<file path="config.mk">
export PLATFORM = sky130hd
export DESIGN_NAME = periodic_rate_gen
export DESIGN_NICKNAME = d
export VERILOG_FILES = /design/src/rtl/rate_gen_pkg.sv /design/src/rtl/rate_div_chain.sv /design/src/rtl/rate_tap_sel.sv /design/src/rtl/rate_out_stage.sv /design/src/rtl/periodic_rate_gen.sv
export SDC_FILE = /design/constraint.sdc
export NUM_CORES = 1
export LEC_CHECK = 0
export ABC_AREA = 1
export BUFFER_PORTS_ARGS = -buffer_cell sky130_fd_sc_hd__buf_2
export CORE_MARGIN = 3
export CORE_UTILIZATION = 46
export DETAILED_ROUTE_END_ITERATION = 16
export PLACE_DENSITY = 0.69
export SYNTH_ARGS = -nofsm -noshare
export SYNTH_HDL_FRONTEND = slang
export SYNTH_SLANG_ARGS = --single-unit
</file>
<file path="constraint.sdc">
create_clock -name clk -period 2 [get_ports clk]
set_input_delay 0.2 -clock clk [delete_from_list [all_inputs] [get_ports clk]]
set_output_delay 0.2 -clock clk [all_outputs]
set_load 0.1 [all_outputs]
</file>
<file path="src/rtl/rate_gen_pkg.sv">
package rate_gen_pkg;
  localparam int EW = 4;
  localparam logic [2:0] BASE_32K = 3'b010;

  // log2 of the period in reference ticks for a nonzero rate code
  function automatic logic [EW-1:0] tap_exp(input logic [3:0] code, input logic is_32k);
    logic [EW-1:0] e;
    if (code == 4'd0)                e = '0;
    else if (is_32k && code <= 4'd2) e = code + 4'd6;
    else                             e = code - 4'd1;
    return e;
  endfunction
endpackage

</file>
<file path="src/rtl/rate_div_chain.sv">
module rate_div_chain #(
  parameter int STAGES = 15
) (
  input  logic              clk,
  input  logic              rst,
  input  logic              hold,
  input  logic              tick,
  output logic [STAGES-1:0] cnt_next
);
  logic [STAGES-1:0] cnt_q;

  always_comb begin
    if (hold)      cnt_next = '0;
    else if (tick) cnt_next = cnt_q + 1'b1;
    else           cnt_next = cnt_q;
  end

  always_ff @(posedge clk) begin
    if (rst) cnt_q <= '0;
    else     cnt_q <= cnt_next;
  end

  AST_HOLD_CLEARS: assert property (@(posedge clk) disable iff (rst)
    hold |=> (cnt_q == '0));
  AST_IDLE_KEEPS_COUNT: assert property (@(posedge clk) disable iff (rst)
    (!hold && !tick) |=> $stable(cnt_q));
endmodule

</file>
<file path="src/rtl/rate_tap_sel.sv">
module rate_tap_sel
  import rate_gen_pkg::*;
(
  input  logic [6:0]    ctrl,
  output logic [EW-1:0] exp_sel,
  output logic          active,
  output logic          run
);
  logic [3:0] code;
  logic [2:0] base;

  always_comb begin
    code    = ctrl[3:0];
    base    = ctrl[6:4];
    run     = !(base[2] && base[1]);
    active  = (code != 4'd0);
    exp_sel = tap_exp(code, base == BASE_32K);
  end
endmodule

</file>
<file path="src/rtl/rate_out_stage.sv">
module rate_out_stage
  import rate_gen_pkg::*;
#(
  parameter int STAGES = 15
) (
  input  logic              clk,
  input  logic              rst,
  input  logic              tick,
  input  logic              run,
  input  logic              active,
  input  logic [EW-1:0]     exp_sel,
  input  logic [STAGES-1:0] cnt_next,
  input  logic              sqw_en,
  input  logic              pie_en,
  output logic              strobe,
  output logic              irq,
  output logic              sec,
  output logic              sqw
);
  logic [STAGES-1:0] low_mask;
  logic [STAGES-1:0] bit_pick;
  logic [EW-1:0]     sqw_idx;
  logic              hit, half, strobe_d;

  assign sqw_idx = (exp_sel == '0) ? '0 : exp_sel - 1'b1;

  for (genvar i = 0; i < STAGES; i++) begin : g_tap
    assign low_mask[i] = (EW'(i) < exp_sel);
    assign bit_pick[i] = (EW'(i) == sqw_idx);
  end

  always_comb begin
    hit      = ((cnt_next & low_mask) == '0);
    half     = |(cnt_next & bit_pick);
    strobe_d = tick && run && active && hit;
  end

  always_ff @(posedge clk) begin
    if (rst) begin
      strobe <= 1'b0;
      irq    <= 1'b0;
      sec    <= 1'b0;
      sqw    <= 1'b0;
    end else begin
      strobe <= strobe_d;
      irq    <= strobe_d && pie_en;
      sec    <= tick && run && (cnt_next == '0);
      sqw    <= sqw_en && run && active && half;
    end
  end

  AST_STROBE_NEEDS_TICK: assert property (@(posedge clk) disable iff (rst)
    strobe |-> $past(tick && run && active));
  AST_SQW_QUIET: assert property (@(posedge clk) disable iff (rst)
    (!sqw_en || !active || !run) |=> !sqw);
  AST_SEC_NEEDS_TICK: assert property (@(posedge clk) disable iff (rst)
    sec |-> $past(tick && run));
  AST_IRQ_MASKED: assert property (@(posedge clk) disable iff (rst)
    !pie_en |=> !irq);
endmodule

</file>
<file path="src/rtl/periodic_rate_gen.sv">
module periodic_rate_gen
  import rate_gen_pkg::*;
#(
  parameter int STAGES = 15
) (
  input  logic       clk,
  input  logic       rst,
  input  logic       ref_tick,
  input  logic [6:0] ctrl_a,
  input  logic       sqw_en,
  input  logic       pie_en,
  output logic       per_strobe,
  output logic       per_irq,
  output logic       sec_tick,
  output logic       sqw_out
);
  logic [EW-1:0]     exp_sel;
  logic              active, run;
  logic [STAGES-1:0] cnt_next;

  rate_tap_sel u_sel (
    .ctrl(ctrl_a), .exp_sel(exp_sel), .active(active), .run(run)
  );

  rate_div_chain #(.STAGES(STAGES)) u_chain (
    .clk(clk), .rst(rst), .hold(!run), .tick(ref_tick), .cnt_next(cnt_next)
  );

  rate_out_stage #(.STAGES(STAGES)) u_out (
    .clk(clk), .rst(rst), .tick(ref_tick), .run(run), .active(active),
    .exp_sel(exp_sel), .cnt_next(cnt_next), .sqw_en(sqw_en), .pie_en(pie_en),
    .strobe(per_strobe), .irq(per_irq), .sec(sec_tick), .sqw(sqw_out)
  );

  AST_HELD_SILENT: assert property (@(posedge clk) disable iff (rst)
    !run |=> (!per_strobe && !sec_tick));
endmodule

</file>
After elaboration in Yosys (flattened, before gate mapping)
Index checks and enable logic that the tools add are counted.
Widths: inputs -> output; s select.
- logic and storage cells: 65
- output and inout bits: 4
- input bits: 12
- bits in registers: 19
- magnitude comparators: 16
- reduce and logical (&&, ||, !) cells: 18
- $add $sub $neg: 4
- bitwise operators: 2
- equal/unequal tests: 15
- mux-type cells: 5
- operators by type and width (operator ; number):
    $and 15x15->15 ; 2
    $logic_not 15->1 ; 2
    $mux 15 ; 2
    $eq 4x4->1 const A ; 7
    $lt 4x4->1 const A ; 7
    $eq 3x4->1 const A ; 4
    $lt 3x4->1 const A ; 4
    $add 15x1->15 const B ; 1
    $reduce_or 15->1 ; 1
    $logic_not 4->1 ; 3
    $mux 4 ; 3
    $logic_and 1x1->1 ; 10
    $eq 2x4->1 const A ; 2
    $lt 1x4->1 const A ; 2
    $lt 2x4->1 const A ; 2
    $sub 4x1->4 const B ; 2
    $add 4x3->4 const B ; 1
    $eq 1x4->1 const A ; 1
    $le 4x2->1 const B ; 1
    $reduce_bool 4->1 ; 1
    $eq 3x2->1 const B ; 1
    $logic_not 1->1 ; 1

Logic depth before layout (Yosys ltp)
- word-level depth: 10
- mapped depth: 17
- gate-level depth less buffers: 17

Cells and area by module
A second synthesis with hierarchy kept.
- cell total of the unflattened synthesis: 298
- area total of the unflattened synthesis: 1705.4 um2
- by module, submodules not included (module ; cells an instance ; area an instance (um2) ; instances ; sequential area each (um2)):
    rate_div_chain ; 139 ; 899.6 ; 1 ; 300.3
    rate_out_stage ; 114 ; 568.0 ; 1 ; 80.1
    rate_tap_sel ; 44 ; 234.0 ; 1 ; 0.0
    periodic_rate_gen ; 1 ; 3.8 ; 1 ; 0.0

Worst setup path after synthesis
OpenSTA, ideal clock, no wires.
- path type: input to register
- start: in ctrl_a[0]
- end: reg u_out.sqw
- setup time: 0.112 ns
- required time: 1.888 ns
- buffers on the path: 0
- stages on the path: 15
- arrival: 1.586 ns
- slack: 0.302 ns
- cells stage by stage: inv_1 ha_1 inv_1 a21oi_2 nand2_2 nand2_1 nand3_4 nand2_4 nand2_1 nand3_1 nand2_1 nor2_1 nand2_1 nor2_1 nor2_1
- cells in the longest elaborated chain, start to end: 10
- elaborated cells between the ends (all ways): 30
- those cells by class: add/sub (3); order compare (1); eq/ne (14); mux (3); bitwise (1); reduce/logical (8)
- RTL lines (element ; RTL line ; text):
    from (decl) ; periodic_rate_gen.sv:9 ; input logic [6:0] ctrl_a,
    $le 4x2->1 ; rate_gen_pkg.sv:9 ; else if (is_32k && code <= 4'd2) e = code + 4'd6;
    $logic_and 1x1->1 ; rate_gen_pkg.sv:9 ;
    $mux 4 ; rate_gen_pkg.sv:9 ;
    $mux 4 ; rate_gen_pkg.sv:8 ; if (code == 4'd0) e = '0;
    $sub 4x1->4 / $logic_not 4->1 (equally long branches) ; rate_out_stage.sv:25 ; assign sqw_idx = (exp_sel == '0) ? '0 : exp_sel - 1'b1;
    $mux 4 ; rate_out_stage.sv:25 ;
    $eq 1x4->1 (tied with other cells) ; rate_out_stage.sv:29 ; assign bit_pick[i] = (EW'(i) == sqw_idx);
    $and 15x15->15 ; rate_out_stage.sv:34 ; half = |(cnt_next & bit_pick);
    $reduce_or 15->1 ; rate_out_stage.sv:34 ;
    $logic_and 1x1->1 * ; rate_out_stage.sv:48 ; sqw <= sqw_en && run && active && half;
    to (signal assigned) ; rate_out_stage.sv:48 ;
    to (decl) ; rate_out_stage.sv:18 ; output logic sqw
Every way passes the cells marked *; elsewhere a longest branch is shown, timed or not.
A chain may end at the register's enable or synchronous reset.

Worst setup path after layout
- start: reg u_chain.cnt_q[2]
- end: reg u_out.irq
- cells in the longest elaborated chain, start to end: 7
- RTL lines (element ; RTL line ; text):
    from (decl) ; rate_div_chain.sv:10 ; logic [STAGES-1:0] cnt_q;
    from (signal assigned) ; rate_div_chain.sv:20 ; else cnt_q <= cnt_next;
    $add 15x1->15 ; rate_div_chain.sv:14 ; else if (tick) cnt_next = cnt_q + 1'b1;
    $mux 15 * ; rate_div_chain.sv:14 ;
    $mux 15 * ; rate_div_chain.sv:13 ; if (hold) cnt_next = '0;
    $and 15x15->15 * ; rate_out_stage.sv:33 ; hit = ((cnt_next & low_mask) == '0);
    $logic_not 15->1 * ; rate_out_stage.sv:33 ;
    $logic_and 1x1->1 * ; rate_out_stage.sv:35 ; strobe_d = tick && run && active && hit;
    $logic_and 1x1->1 * ; rate_out_stage.sv:46 ; irq <= strobe_d && pie_en;
    to (signal assigned) ; rate_out_stage.sv:46 ;
    to (decl) ; rate_out_stage.sv:16 ; output logic irq,
Marks and branches as above.

==> results.cfg <==
[power_and_ir_drop]
design_power_total_w = 0.000897
powerDensity_nw_per_um2 = 452
power_frac_comb_pct = 27.3
intPower_w = 0.000594
ir_drop_uv = 212
p_leak_nw = 1.02
pwr-share-seq_pct = 43.1
switching_share_pct = 33.8
p_sw_w = 0.000303
power_frac_clock_pct = 29.6

[sta]
finalSetupViolCount = 0
setup_tns_ps = 0
min_period_ps = 1810
slew_headroom_pct = 67.8
slew_violations = 0
rsz0062_at_grt = no
fin_crit_sh_pct = 90.6
skew_ps = 1.20
max_freq_ghz = 0.552
tightest_slew_ps = 486
finalHoldViolations = 0

[layout]
area.growth.synth_to_final_pct = 11.4
post-route-util_pct = 56.4
multi_input_area_um2 = 1230
nets = 324
seq_area_um2 = 380
antenna_cells = 0
stdcell_area_um2 = 1990
drive_gt1_share_pct = 22.6
fillCellCount = 367

[setup_path]
cp-end-kind = register
crit_arrival_ps = 2000
cp_max_fo = 6
crit_start = u_chain.cnt_q[2]
critPathRequiredTime_ps = 2190
path_class = register to register
reg2reg_from = u_chain.cnt_q[2]
crit_chain = nand3_1 > nor2_1 > nand2_1 > o21ai_1 > inv_1 > nand2_1 > nand3_1 > nand2_1 > nand2_1 > nor3_2
path_delay_family = simple AND/OR/NAND/NOR gates
critPathMostFrequentCell = nand2_1
path_buf_inv = 1
startpoint_type = register
r2r_cells = 10
critPathSlowestCell = dfxtp_1
r2r_end = u_out.irq
cpPeakStageDelay_ps = 420
critPathCapture = u_out.irq
cp_num_cells = 10
r2r_setup_slack_ps = 190

[floorplan]
start_util_pct = 50.6
ios = 16
rows = 21
fp.coreArea_um2 = 3520
die_w_um = 68.2
die_y_um = 68.2
die-area_um2 = 4660

[logic_synthesis]
synth_nets = 303
ys_types = 30
synth_common_cells = nand2_1, nor2_1, inv_1
yosys.area.top_type = dfxtp_1
yosys_warnings = 0
yosys_most_used_dff = dfxtp_1
ys_top_cells_by_area = dfxtp_1, nand2_1, nor2_1
synth_edf_count = 0
yosysMostFrequentCell = nand2_1
synth_top_area_share_pct = 21.3
synthArstFlopShare_pct = 0
syn_avg_cell_area_um2 = 6.25
synth_area_um2 = 1780
ys_seq_area_share_pct = 21.3
synth-seq-cells = 19
syn_inst = 285

[placement]
gp_congestion = 0.969
dp_hpwl_mm = 3.37
place_area_um2 = 1930
io_buffer_count = 15

[clock_network]
cts_buffer_depth = 2
hold_buffers = 0
cts_tree = built
clockRootBuffer = clkbuf_8
cts-buffers-inserted = 3
clkTransAtPathRegs_ps = 70
post_cts_buffers = 0
htreeDepth = 1
clkLatencyLatePin_ps = 250
cts_sinks = 19

[routing]
viasPerCell = 5.26
drt_first_iter_violations = 123
ant_nets = 0
wl_mm = 4.22
firstDrtPassIters = 5
vias = 1845
drc_errors = 0
wl_per_cell_um = 12.0

[job]
maxCapViolations = 0

[worst_hold_path]
hold_path_class = primary input to register

[global_routing]
gr-usage-all-layers_pct = 20.2
first_global_vias = 1660
antenna_found_initial = 0
grt_pass1_wl_mm = 7.28
grt.overflow.total = 0
grt_max_degree = 19

[outcome]
outcome = complete, no violations
-- layout by cell type (no fill, tap or decap), types with 5 or more instances in the layout --
cell type	instances
nand2_1	70
nor2_1	39
inv_1	36
nand3_1	23
dfxtp_1	19
buf_2	15
nand4_1	14
nor2_4	9
nand2_2	8
inv_2	7
nor2_2	7
a21oi_1	6
o21ai_0	6
ha_1	6
nand3_2	5
-- worst min-delay path by stage --
stage,slack (ps),depth (start not counted),from,endpoint
2_1_floorplan,330,2,pie_en,u_out.irq
3_3_place_gp,440,3,pie_en,u_out.irq
3_5_place_dp,450,3,pie_en,u_out.irq
4_1_cts,180,3,pie_en,u_out.irq
5_1_grt,180,3,pie_en,u_out.irq
6_report,170,3,pie_en,u_out.irq
-- power groups by stage --
stage | Clock (W) | Sequential, W | Combinational (W)
2_1_floorplan | 0 | 0.000414 | 0.000167
3_3_place_gp | 0 | 0.000396 | 0.000243
3_5_place_dp | 0 | 0.000396 | 0.000241
4_1_cts | 0.000272 | 0.000387 | 0.000242
5_1_grt | 0.000292 | 0.000387 | 0.000272
6_report | 0.000265 | 0.000387 | 0.000245
-- what timing repair did --
| item | in CTS | in global routing |
|---|---|---|
| endpoints found under the hold margin | 0 | 0 |
| setup endpoints to repair | 0 | 2 |
| gates resized for setup | 0 | 2 |
-- flip-flops by register name (all words and copies together), names as in the netlist --
| signal | count |
|---|---|
| u_chain.cnt_q | 15 |
| u_out.irq | 1 |
| u_out.sec | 1 |
| u_out.sqw | 1 |
| u_out.strobe | 1 |
-- per-layer routing --
layer	part of all wire [%]	GRT usage (%)	up-vias
li1	-	-	958
met1	49	28.6	821
met2	45	32.1	56
met3	4.8	2.13	10
met4	1.4	5.71	0
met5	0	0	-
-- worst reg2reg max path, cell delays in order (launching register included) --
cell and delay [ps]:
dfxtp_1 420, nand3_1 140, nor2_1 180, nand2_1 120, o21ai_1 290, inv_1 120
nand2_1 90, nand3_1 90, nand2_1 60, nand2_1 80, nor3_2 150
-- logic make-up (layout without fill, tap and decap cells) --
family / Yosys count / count (layout) / synth area share, %
flops: 19 / 19 / 21.3
fa+ha+maj: 6 / 6 / 4.21
simple gates: 194 / 194 / 57.9
xor+xnor: 1 / 1 / 0.492
buf+inv: 46 / 66 / 9.76
compound gates: 19 / 19 / 6.32
-- final cells by class --
| type | instances | area share [%] |
|---|---|---|
| timing repair buffer | 19 | 5.29 |
| tap | 46 | 2.90 |
| inverter | 43 | 8.13 |
| multi-input combinational | 220 | 62.2 |
| clock buffer | 3 | 2.08 |
| clock inverter | 1 | 0.252 |
| sequential | 19 | 19.2 |
-- metrics by stage --
| step | instances | hold WS, ps | setup slack (ps) |
|---|---|---|---|
| after floorplan | 285 | 331 | 302 |
| after CTS | 351 | 175 | 176 |
| after global placement | 347 | 436 | 33.1 |
| final | 351 | 174 | 188 |
| after global routing | 351 | 176 | 28.2 |
| after detailed placement | 347 | 446 | 81.4 |
(Power assumes the default switching activity.)
